$ cat src/rtl/focal_phase_calc.sv
module focal_phase_calc #(
  parameter int NX = 4,
  parameter int NY = 3,
  parameter int PITCH = 406,
  parameter int SHIFT = 18,
  localparam int NT = NX * NY,
  localparam int KW = (NT > 1) ? $clog2(NT) : 1
) (
  input  logic          clk,
  input  logic          rst_n,
  input  logic          start,
  input  logic [15:0]   ent_w0,
  input  logic [15:0]   ent_w1,
  input  logic [15:0]   ent_w2,
  input  logic [13:0]   ent_w3,
  input  logic [15:0]   speed_hi,
  input  logic [15:0]   speed_lo,
  output logic          busy,
  output logic          out_valid,
  output logic [KW-1:0] out_idx,
  output logic [7:0]    out_intensity,
  output logic [7:0]    out_phase,
  output logic          done
);
  localparam int CW = 18;
  localparam int DW = CW + 1;
  localparam int SQW = 2 * DW + 2;
  localparam int RTW = SQW / 2;
  localparam int NW = RTW + SHIFT;
  localparam int RMW = RTW + 2;
  localparam int CNW = $clog2(NW + 1);
  localparam int PERIOD = RTW + NW + 2;

  typedef enum logic [2:0] {S_IDLE, S_DIST, S_SQRT, S_DIV, S_EMIT} st_t;

  function automatic logic signed [15:0] pos_x(input int k);
    return 16'((k % NX) * PITCH);
  endfunction

  function automatic logic signed [15:0] pos_y(input int k);
    return 16'((k / NX) * PITCH);
  endfunction

  st_t st;
  logic [KW-1:0]  k;
  logic [CW-1:0]  x_q, y_q, z_q;
  logic [7:0]     amp_q;
  logic [31:0]    spd_q;
  logic [SQW-1:0] rad;
  logic [RMW-1:0] rem;
  logic [RTW-1:0] root;
  logic [NW-1:0]  num;
  logic [31:0]    drem;
  logic [7:0]     quo;
  logic [CNW-1:0] cnt;

  wire [CW-1:0] x_in = {ent_w1[1:0], ent_w0};
  wire [CW-1:0] y_in = {ent_w2[3:0], ent_w1[15:2]};
  wire [CW-1:0] z_in = {ent_w3[5:0], ent_w2[15:4]};

  logic signed [DW-1:0] dx, dy, dz;
  logic signed [2*DW-1:0] sq_x, sq_y, sq_z;
  logic [SQW-1:0] d2;

  assign dx = DW'($signed(x_q)) - DW'(pos_x(int'(k)));
  assign dy = DW'($signed(y_q)) - DW'(pos_y(int'(k)));
  assign dz = DW'($signed(z_q));
  assign sq_x = dx * dx;
  assign sq_y = dy * dy;
  assign sq_z = dz * dz;
  assign d2 = SQW'($unsigned(sq_x)) + SQW'($unsigned(sq_y)) + SQW'($unsigned(sq_z));

  logic [RMW+1:0] s_cand, s_trial;
  logic           s_ge;
  logic [RTW-1:0] root_nx;

  assign s_cand  = {rem, rad[SQW-1 -: 2]};
  assign s_trial = {2'b00, root, 2'b01};
  assign s_ge    = s_cand >= s_trial;
  assign root_nx = {root[RTW-2:0], s_ge};

  logic [32:0] d_cand;
  logic        d_ge;

  assign d_cand = {drem, num[NW-1]};
  assign d_ge   = d_cand >= {1'b0, spd_q};

  assign busy          = st != S_IDLE;
  assign out_valid     = st == S_EMIT;
  assign out_idx       = k;
  assign out_intensity = amp_q;
  assign out_phase     = quo;
  assign done          = out_valid && (k == KW'(NT - 1));

  always_ff @(posedge clk) begin
    if (!rst_n) begin
      st    <= S_IDLE;
      k     <= '0;
      x_q   <= '0;
      y_q   <= '0;
      z_q   <= '0;
      amp_q <= '0;
      spd_q <= '0;
      rad   <= '0;
      rem   <= '0;
      root  <= '0;
      num   <= '0;
      drem  <= '0;
      quo   <= '0;
      cnt   <= '0;
    end else begin
      case (st)
        S_IDLE: if (start) begin
          x_q   <= x_in;
          y_q   <= y_in;
          z_q   <= z_in;
          amp_q <= ent_w3[13:6];
          spd_q <= {speed_hi, speed_lo};
          k     <= '0;
          st    <= S_DIST;
        end
        S_DIST: begin
          rad  <= d2;
          rem  <= '0;
          root <= '0;
          cnt  <= '0;
          st   <= S_SQRT;
        end
        S_SQRT: begin
          rad  <= rad << 2;
          rem  <= s_ge ? RMW'(s_cand - s_trial) : RMW'(s_cand);
          root <= root_nx;
          cnt  <= cnt + 1'b1;
          if (cnt == CNW'(RTW - 1)) begin
            num  <= {root_nx, {SHIFT{1'b0}}};
            drem <= '0;
            cnt  <= '0;
            st   <= S_DIV;
          end
        end
        S_DIV: begin
          num  <= num << 1;
          drem <= d_ge ? 32'(d_cand - {1'b0, spd_q}) : 32'(d_cand);
          quo  <= {quo[6:0], d_ge};
          cnt  <= cnt + 1'b1;
          if (cnt == CNW'(NW - 1)) st <= S_EMIT;
        end
        S_EMIT: begin
          if (k == KW'(NT - 1)) st <= S_IDLE;
          else begin
            k  <= k + 1'b1;
            st <= S_DIST;
          end
        end
        default: st <= S_IDLE;
      endcase
    end
  end
endmodule


$ cat config.mk
export PLATFORM = sky130hd
export DESIGN_NAME = focal_phase_calc
export DESIGN_NICKNAME = d
export VERILOG_FILES = /design/src/rtl/focal_phase_calc.sv
export SDC_FILE = /design/constraint.sdc
export NUM_CORES = 2
export LEC_CHECK = 0
export ABC_AREA = 1
export CAP_MARGIN = 20
export CORE_UTILIZATION = 40
export CTS_BUF_LIST = sky130_fd_sc_hd__clkbuf_16
export DETAILED_ROUTE_END_ITERATION = 10
export PLACE_DENSITY = 0.59
export SYNTH_ARGS = -nofsm -noshare
export SYNTH_HDL_FRONTEND = slang
export SYNTH_SLANG_ARGS = --single-unit
$ cat constraint.sdc
create_clock -name clk -period 10.4 [get_ports clk]
set_input_delay 2.6 -clock clk [delete_from_list [all_inputs] [get_ports clk]]
set_output_delay 2.6 -clock clk [all_outputs]
set_load 0.05 [all_outputs]
; ---- Yosys cells after proc, flatten, opt, wreduce, memory -nomap -nowiden
; Cells that the tools add are included.
[word_totals]
latchBits = 0
rom_bits = 0
elab_cells = 70
ram_bits = 0
ff_bits = 267
mem_count = 0
[op_classes]
n_mux = 19
add_sub_neg = 8
n_reduce_logical = 11
eq_ne = 11
magnitude_cmp = 2
bitwise = 0
n_mul = 5
shift = 0
div = 0
[op_table]
columns = cell, count
row1 = $pmux W40 S2, 1
row2 = $mul A19 B19 Y38, 2
row3 = $pmux W38 S2, 1
row4 = $mux W32, 2
row5 = $pmux W32 S2, 1
row6 = $pmux W22 S2, 1
row7 = $add A39 B38 Y40, 1
row8 = $pmux W20 S2, 1
row9 = $add A38 B38 Y39, 1
row10 = $mux W38, 1
row11 = $sub A18 B12 Y19, 2
row12 = $mul A18 B18 Y36, 1
row13 = $ge A33 B32 Y1, 1
row14 = $sub A32 B32 Y32, 1
row15 = $ge A24 B22 Y1, 1
row16 = $mux W22, 1
row17 = $sub A22 B22 Y22, 1
row18 = $mul A2 B8 Y10 const B, 2
row19 = $pmux W6 S3, 1
row20 = $pmux W3 S5, 1
row21 = $mux W3, 3
row22 = $mux W4, 2
row23 = $ne A2 B2 Y1 const B, 4
row24 = $pmux W4 S2, 1
row25 = 16 further kinds, 22

; ---- Longest topological paths before layout
[depth]
depth_word = 6
depth_mapped = 58
ltp_nobuf = 57

; ---- Worst setup path after synthesis
; OpenSTA, ideal clock, no wires.
[synth_path]
kind = reg-to-reg
start = reg k[0], in the netlist out_idx[0]
end = reg rad[38]
stages_incl_launch_ff = 48
n_path_buf = 1
arrival_ps = 9575
required_time_ps = 10290
period_less_slack_ps = 9685
slack_ps = 715
setup_ps = 110
cell_sequence = dfxtp_1 -> inv_1 -> ha_1 -> nand2_1 -> inv_1 -> nor2_1 -> ha_1 -> inv_1 -> nand2_1 -> nand3_1 -> nand2_1 -> nand2_1 -> nand3_2 -> nand2_4 -> nand4_1 -> xor2_2 -> buf_4 -> nand2_1 -> (+12 left out) -> nor2_1 -> nand4_1 -> o21ai_0 -> a21oi_1 -> o21bai_1 -> xnor2_1 -> fa_1 -> inv_1 -> ha_1 -> nand2_1 -> nor2_1 -> nand2_1 -> nor3_1 -> nand4_1 -> nand4_1 -> nand3b_1 -> nand2_1 -> inv_1
[synth_via]
elab_chain_len = 6
[synth_rtl]
columns = element, line_no
row1 = from (decl), 45  ; logic [KW-1:0] k;
row2 = from (signal assigned), 151  ; k <= k + 1'b1;
row3 = $mul A2 B8 Y10, 37  ; return 16'((k % NX) * PITCH);
row4 = $sub A18 B12 Y19, 65  ; assign dx = DW'($signed(x_q)) - DW'(pos_x(int'(k)));
row5 = $mul A19 B19 Y38, 68  ; assign sq_x = dx * dx;
row6 = $add A38 B38 Y39, 71  ; assign d2 = SQW'($unsigned(sq_x)) + SQW'($unsigned(sq_y)) + SQW'($unsigned(sq_z));
row7 = $add A39 B38 Y40, 71
row8 = $pmux W40 S2, 112  ; case (st)
row9 = to (signal assigned), 130  ; rad <= rad << 2;
row10 = to (decl), 49  ; logic [SQW-1:0] rad;
; No other way between the ends.
; A chain may end at the register's enable or synchronous reset.

; ---- Worst setup path after layout
[layout_path]
start = reg k[3], in the netlist out_idx[3]
end = reg rad[37]
[layout_via]
elab_chain_len = 6
[layout_rtl]
columns = element, line_no
row1 = $mul A2 B8 Y10, 41  ; return 16'((k / NX) * PITCH);
row2 = $sub A18 B12 Y19, 66  ; assign dy = DW'($signed(y_q)) - DW'(pos_y(int'(k)));
row3 = $mul A19 B19 Y38, 69  ; assign sq_y = dy * dy;
row4 = $add A38 B38 Y39, 71
row5 = $add A39 B38 Y40, 71
row6 = $pmux W40 S2, 112
; No other way between the ends.

==> out/summary.txt <==
Run status: completed
Vias in the first global route: 46,800
Max Slew Vio Count: 0
Largest net degree at the start of global routing: 95
Commonest non-fill, non-tap cell in the layout: inv_1
GRT Util Overall: 22.8%
CP top delay family: adder cells
Most frequent cells in the layout: inv_1, nand2_1, fa_1, nor2_1, ha_1
Setup ws final: 0.497 ns
Final Non-Filler Cells: 9,187
Port-buffer cells: 119
Clock Skew: 0.0616 ns
Min Clock Period, post-route: 9.90 ns
Total Routed Length: 155 mm
Initial core utilization: 40.5%
Drt via density: 4.87
CP max-delay cell: fa_1
DP Cell Count: 9,104
CTS tree: done
Area growth syn-to-layout: 10.9%
I/O Pins: 120
Max-cap violations: 0
Netlist cell types: 66
Pre-CTS WS: -0.0229 ns
TritonRoute pass-1 iters: 6
Synth warn: 0
Crit path buffers/inverters: 10
Launch point of the worst path: out_idx[3]$_SDFFE_PN0P_
CTS sink count: 249
CP Class: reg2reg
Total number of vias: 44,700
Residual DRC: 0
Largest area contributor in the netlist: fa_1
Number of H-tree levels: 2
Die span in y: 373 um
First-pass GRT wire length: 253 mm
Grt ovf: 0
CP Data Required Time: 10.85 ns
Ys async rst share: 0%
Cts hold-fix bufs: 0
CP Capture Type: register
Die area: 139,000 um2
Seq/Total Area, Yosys: 9.05%
Initial antenna violation count: 2
Syn Std Cell Area: 55,100 um2
Startpoint types: register
Fill count: 13,700
CTS clk-pin slew, worst paths: 0.06 ns
Yosys reg bits: 249
Hold Fails Final Rpt: 0
CTS max path bufs: 3
Max-slew headroom: 29.0%
Die X: 373 um
Antenna cell count: 0
Top_reg_cell synth: dfxtp_1
Core Rows: 135
Worst-Skew Late Latency: 0.62 ns
CTS root buf: clkbuf_16
Post-DP HPWL: 132 mm
Final setup viols: 0
Crit path DAT: 10.35 ns
Worst min path class: reg2reg
GPL Wtd Cong: 0.959
Setup total negative slack: 0 ns
HP Start: out_intensity[5]$_SDFFE_PN0P_
Maximum clock rate: 0.101 GHz
Top-area cell type share of the netlist area: 36.8%
RSZ-0062 raised after global routing: yes
Fraction of layout cells with a size suffix above 1: 7.20%
Total CTS buffers: 35
Mean cell area of the mapped netlist: 7.64 um2
Final Cycle Share: 95.2%
Slew @ Worst Pin: 1.07 ns
Wire per inst: 16.9 um
Max incr delay on CP: 0.70 ns
Synthesized net count: 8,766
Fin nets: 8,939
Crit Path Max Fanout: 15
Post-synth EDFFs: 0
Post-Synthesis Cells: 7,208
Worst r2r src: out_idx[3]$_SDFFE_PN0P_
DRT antenna net count: 0
Most used cell along the critical path: nand2_1
Synth area leaders: fa_1, inv_1, ha_1, dfxtp_1, nand2_1
CORE AREA: 136,000 um2
Initial detailed-routing violation count: 2,841
[logic make-up (layout without fill, tap and decap cells)]
kind of cell / after synthesis / in the layout / share of synthesized area (%)
xor gates and xnor gates: 159 / 159 / 2.70
DFF: 249 / 249 / 9.05
and+or+nand+nor: 2368 / 2368 / 18.1
AOI/OAI and AO/OA: 821 / 821 / 8.22
buffers and inverters: 2150 / 2348 / 14.9
adders and majority gates: 1461 / 1461 / 47.0
[what timing repair did]
action | CTS | global route
cloned | 0 | 1
setup buffers | 0 | 19
endpoints found under the hold margin | 0 | 0
gates resized for setup | 1 | 186
setup endpoints to repair | 1 | 25
pin swaps | 0 | 12
[final cells by class]
type / instances / area [um2] / share of cell area, %
Clock inverter: 27 / 308 / 0.504
Tap cell: 1781 / 2230 / 3.65
Timing Repair Buffer: 309 / 2680 / 4.40
Clock buffer: 35 / 876 / 1.43
Inverter: 1977 / 7440 / 12.2
Multi-Input combinational cell: 4809 / 42500 / 69.7
Sequential cell: 249 / 4990 / 8.17
[worst min-delay path: stages (launching register included)]
cell,delay (ns)
dfxtp_1,0.31
inv_1,0.05
a21oi_1,0.05
[flip-flops by register name (all words and copies together) (netlist names)]
signal,count
cnt,6
out_intensity,8
rem,22
y_q,18
z_q,18
drem,32
root,20
spd_q,32
rad,40
st,3
x_q,18
out_phase,8
num,20
out_idx,4
[worst paths after layout]
check / endpoint / cells after the start / slack, ns
worst max-delay path: rad[37]$_SDFFE_PN0P_ / 45 / 0.50
worst min-delay path: out_intensity[5]$_SDFFE_PN0P_ / 2 / 0.45
worst min register to register: out_intensity[5]$_SDFFE_PN0P_ / 2 / 0.45
worst max register to register: rad[37]$_SDFFE_PN0P_ / 45 / 0.50
[through the flow]
stage               area, um2  util [%]  hold WS, ns
floorplan               55100         -        0.427
global placement        59000      43.4        0.432
detailed placement      59000      43.4        0.440
CTS                     60200      44.3        0.448
global route            61000      44.9        0.470
finish                  61000      44.9        0.447
[cell usage after synthesis (18+ instances only)]
cell type and instances:
nor2_2 19, a31oi_1 33, inv_1 1936, buf_2 24
o21bai_1 21, clkbuf_1 117, nor3_1 44, nand3b_1 35
ha_1 449, xor2_1 78, nand2_2 19, nor2_4 18
a21oi_1 395, o21ai_0 254, nand3_1 220, nand2_1 1311
nor2_1 590, dfxtp_1 249, fa_1 1012, xnor2_1 74
nand4_1 57, inv_2 36, a21o_1 27, o22ai_1 19
o221ai_1 21
[per-layer routing]
layer	vias up	track usage, %	share of wire (%)
met1	21800	31.8	46
met3	153	2.12	4.2
met4	0	4.90	2.2
met2	937	38.4	48
met5	-	0	0
li1	21800	-	-
Power is not shown: default switching activity piles up to over one toggle a cycle in this logic, so the estimate is an artifact.
